**src/rtl/msg_byte_serializer.sv**
```systemverilog
module msg_byte_serializer #(
  parameter int GAP = 1
) (
  input  logic        clk,
  input  logic        rst_n,
  input  logic        in_valid,
  output logic        in_ready,
  input  logic [4:0]  in_type,
  input  logic [15:0] in_req_id,
  input  logic        in_has_data,
  input  logic [31:0] in_payload,
  input  logic [15:0] in_snoop_lat,
  input  logic [15:0] in_nosnoop_lat,
  input  logic [7:0]  in_obff_code,
  input  logic [15:0] in_vendor_id,
  output logic        msg_valid,
  output logic [4:0]  msg_type,
  output logic [7:0]  msg_data,
  output logic        bad_type
);
  localparam int GW = $clog2(GAP + 1);

  logic [63:0]   shreg;
  logic [3:0]    left;
  logic [GW-1:0] gap_cnt;
  logic [4:0]    type_q;
  logic          err_q;
  logic [63:0]   packed_rec;
  logic [3:0]    rec_len;

  wire rsvd = in_type > 5'd24;
  wire take = in_valid && in_ready;

  assign in_ready  = (left == 4'd0) && (gap_cnt == '0);
  assign msg_valid = left != 4'd0;
  assign msg_type  = type_q;
  assign msg_data  = msg_valid ? shreg[7:0] : 8'd0;
  assign bad_type  = err_q;

  always_comb begin
    packed_rec = {48'd0, in_req_id[7:0], in_req_id[15:8]};
    rec_len    = 4'd2;
    case (in_type)
      5'd15: begin
        packed_rec[47:16] = in_payload;
        rec_len = 4'd6;
      end
      5'd16: begin
        packed_rec[47:16] = {in_nosnoop_lat, in_snoop_lat};
        rec_len = 4'd6;
      end
      5'd17: begin
        packed_rec[23:16] = in_obff_code;
        rec_len = 4'd3;
      end
      5'd19, 5'd20: begin
        packed_rec[31:16] = in_vendor_id;
        if (in_has_data) begin
          packed_rec[63:32] = in_payload;
          rec_len = 4'd8;
        end else begin
          rec_len = 4'd4;
        end
      end
      default: ;
    endcase
  end

  always_ff @(posedge clk) begin
    if (!rst_n) begin
      shreg   <= '0;
      left    <= '0;
      gap_cnt <= '0;
      type_q  <= '0;
      err_q   <= 1'b0;
    end else begin
      err_q <= take && rsvd;
      if (take && !rsvd) begin
        shreg  <= packed_rec;
        left   <= rec_len;
        type_q <= in_type;
      end else if (left != 4'd0) begin
        shreg <= shreg >> 8;
        left  <= left - 4'd1;
        if (left == 4'd1) gap_cnt <= GW'(GAP);
      end else if (gap_cnt != '0) begin
        gap_cnt <= gap_cnt - 1'b1;
      end
    end
  end

  AST_READY_LOW_BUSY: assert property (@(posedge clk) disable iff (!rst_n) msg_valid |-> !in_ready);
  AST_GAP_AFTER_PULSE: assert property (@(posedge clk) disable iff (!rst_n) $fell(msg_valid) |-> !in_ready);
  AST_TYPE_HELD: assert property (@(posedge clk) disable iff (!rst_n) (msg_valid && $past(msg_valid)) |-> $stable(msg_type));
  AST_START_BYTE: assert property (@(posedge clk) disable iff (!rst_n) (in_valid && in_ready && in_type <= 5'd24) |=> (msg_valid && msg_data == $past(in_req_id[15:8])));
  AST_RSVD_DROPPED: assert property (@(posedge clk) disable iff (!rst_n) (in_valid && in_ready && in_type > 5'd24) |=> (!msg_valid && bad_type));
  AST_FLAG_CAUSE: assert property (@(posedge clk) disable iff (!rst_n) bad_type |-> $past(in_valid && in_type > 5'd24));
endmodule

```
**config.mk**
```make
export PLATFORM = sky130hd
export DESIGN_NAME = msg_byte_serializer
export DESIGN_NICKNAME = d
export VERILOG_FILES = /design/src/rtl/msg_byte_serializer.sv
export SDC_FILE = /design/constraint.sdc
export NUM_CORES = 1
export LEC_CHECK = 0
export ABC_CLOCK_PERIOD_IN_PS = 2600
export BUFFER_PORTS_ARGS = -buffer_cell sky130_fd_sc_hd__buf_2
export CAP_MARGIN = 20
export CORE_MARGIN = 2
export CORE_UTILIZATION = 37
export CTS_CLUSTER_SIZE = 14
export DETAILED_ROUTE_END_ITERATION = 8
export GPL_ROUTABILITY_DRIVEN = 0
export GPL_TIMING_DRIVEN = 0
export HOLD_SLACK_MARGIN = 0.12
export SLEW_MARGIN = 20
export SYNTH_ARGS = -nofsm -noshare
export SYNTH_HDL_FRONTEND = slang
export SYNTH_SLANG_ARGS = --single-unit
```
**constraint.sdc**
```tcl
create_clock -name clk -period 2.6 [get_ports clk]
set_input_delay 0.13 -clock clk [delete_from_list [all_inputs] [get_ports clk]]
set_output_delay 0.13 -clock clk [all_outputs]
set_load 0.005 [all_outputs]
```
==> impl_metrics.toml <==
[outcome]
status = "complete, no violations"

[route]
vias = 4378
wire_per_inst_um = 17.40
detail-route-antenna-nets = 0
via_per_inst = 5.528
dr.first_iter.drc_count = 415
firstDrtPassIters = 6
drc_errors = 0
drt_wl_total_um = 13780

[setup_path]
reg2regPathDepth = 10
cp-end-kind = "flop"
start_kind = "primary input"
setup.worst_path.start = "in_type[3]"
path_common_cell = "buf_2"
rrSetupSlack_ps = 190
cp_max_fo = 10
arrival_ps = 2730
worstSetupPathType = "in2reg"
worstPathCellList = "dlygate4sd3_1 -> buf_2 -> nand2b_1 -> buf_2 -> nor4_2 -> clkbuf_1 -> a222oi_1 -> a21oi_1"
timing.rr.start = "left[0]"
slowest_delay_ps = 570
critPathRequiredTime_ps = 2880
critPathSlowestCell = "clkbuf_1"
rr_endpoint = "shreg[29]"

[cells_and_area]
layout_common_cells = "buf_2 (134), nand2_1 (79), dfxtp_1 (75)"
postLayoutCoreUtil_pct = 55.10
syn_to_final_growth_pct = 43.61
drive_gt1_share_pct = 25.64
layout_commonest_cell = "buf_2"
fin_nets = 770
num_antenna_cells = 0

[global_route]
grt_antenna_before_repair = 0
grt_pass1_vias = 4261
grt_max_degree = 14
grt_pass1_wl_um = 22030
overflow = 0
grt_usage_pct = 25.49

[sta]
clock_skew_ps = 12.06
setup_viol = 0
hold_slack_ps = 122.6
slew_viol_final = 0
max_freq_mhz = 407.9
max_slew_margin_pct = 48.87
worst_slew_pin_slew_ps = 763.8
min_period_ps = 2452
final_hold_viol_count = 0
setup_slack_ps = 148.3
period_share_pct = 94.29
fin_setup_tns_ps = 0
rsz0062_at_grt = "false"

[yosys]
synth-seq-area-share_pct = 39.85
ys_warn_count = 0
synth-seq-cells = 75
syn_inst = 458
yosys_most_used_dff = "dfxtp_1"
synth_edf_count = 0
synthesis.nets = 574
avgSynthCellArea_um2 = 8.226
syn-cell-area_um2 = 3767
synth.distinct_cells = 48
ys_async_sr_fraction_pct = 0

[clocking]
clockBufferDepth = 2
numCtsBuffers = 9
cts.sinks = 75
htreeDepth = 3
clk_pin_slew_ps = 80
cts_setup_buffers = 0
cts_tree = "built"
clock-root-buffer = "clkbuf_8"
worstSkewPairLatency_ps = 350

[die]
core_um2 = 9819
start_util_pct = 38.37
row_count = 36
ios = 129
die_w_um = 104.9
die_h_um = 104.9
die-area_um2 = 11010

[hold_path]
hold_depth = 3
worstHoldStart = "in_snoop_lat[1]"
worstHoldPathType = "in2reg"
hold_path_end = "shreg[17]"

[power_and_ir_drop]
p_leak_uw = 0.002396
vdd_drop_max_mv = 0.4311
cellPowerDensity_nw_per_um2 = 899.9

[place]
port_buffers = 124
dp_hpwl_um = 10090
dp_slack_ps = 79.12

[run]
cap_viol_max_count = 0
-- synth_stat cells, types with 6 or more instances --
| cell | instances | area (µm²) |
|---|---|---|
| nand2_1 | 79 | 296.5 |
| clkbuf_1 | 20 | 75.07 |
| a21boi_0 | 6 | 45.04 |
| a22oi_1 | 34 | 255.2 |
| o221ai_1 | 7 | 61.31 |
| buf_1 | 6 | 22.52 |
| a21oi_1 | 33 | 165.2 |
| and2_1 | 10 | 62.56 |
| buf_2 | 9 | 45.04 |
| a22o_1 | 8 | 70.07 |
| dfxtp_1 | 75 | 1501 |
| nor2_1 | 55 | 206.5 |
| a222oi_1 | 15 | 150.1 |
| o21ai_0 | 9 | 45.04 |
| nand3_1 | 17 | 85.08 |
| o22a_1 | 17 | 148.9 |
| o211a_1 | 14 | 140.1 |
-- layout make-up --
class / count / area, µm²
plain buffers: 40 / 192.7
multi-input cells: 339 / 2078
clock buffers: 11 / 141.4
fillers: 973 / 4409
clock inverters: 5 / 83.83
flip-flops and latches: 75 / 1501
inverters: 4 / 15.01
well taps: 133 / 166.4
repair buffers: 185 / 1231
-- worst max-delay path, delay by kind of cell --
family                 cells  cell delay [ps]
AO/OA/AOI/OAI              2              470
buffers and inverters      4             1430
AND/OR/NAND/NOR            2              690
-- kinds of logic (layout without fill, tap and decap cells) --
family	Yosys count	in the layout	synth area share [%]
DFF	75	75	39.85
and+or+nand+nor	177	177	20.62
adders and majority gates	3	3	0.9965
AOI/OAI and AO/OA	156	156	32.45
buffers and inverters	44	245	5.380
xor gates and xnor gates	3	3	0.6976
-- registers in the layout (all words and copies together) (netlist names) --
signal,flops
shreg,64
msg_type,5
left,4
bad_type,1
gap_cnt,1
-- metal layers --
| metal | up-vias | GRT usage [%] | share of wire (%) |
|---|---|---|---|
| li1 | 2083 | - | - |
| met1 | 2051 | 34.04 | 43 |
| met2 | 218 | 42.30 | 46 |
| met3 | 26 | 4.242 | 8.4 |
| met4 | 0 | 7.333 | 2.0 |
| met5 | - | 0 | 0 |
-- how the worst max path moves through the flow --
stage,end,slack (ps),cells past startpoint
floorplan,shreg[45],590,10
global placement,shreg[31],140,10
detailed placement,shreg[29],80,10
CTS,shreg[29],40,10
global route,left[1],20,9
finish,shreg[23],150,8
-- per-stage QoR --
step / instance area, µm² / total power [µW] / cells
4_1_cts: 5400 / 4863 / 792
5_1_grt: 5410 / 5249 / 792
6_report: 5410 / 4869 / 792
3_3_place_gp: 4554 / 3717 / 715
2_1_floorplan: 3767 / 3106 / 458
3_5_place_dp: 4563 / 3757 / 715
-- power by group --
part | internal [µW] | total (µW) | switching [µW]
clock network | 571 | 1040 | 468
registers | 1460 | 1620 | 168
logic | 856 | 2210 | 1350
-- what timing repair did --
action | CTS | global route
resized for setup | 1 | 8
pin swaps | 0 | 1
hold buffers | 61 | 0
endpoints found under the setup margin | 10 | 29
hold endpoints to repair | 50 | 0
Power figures use the tool's default switching activity.
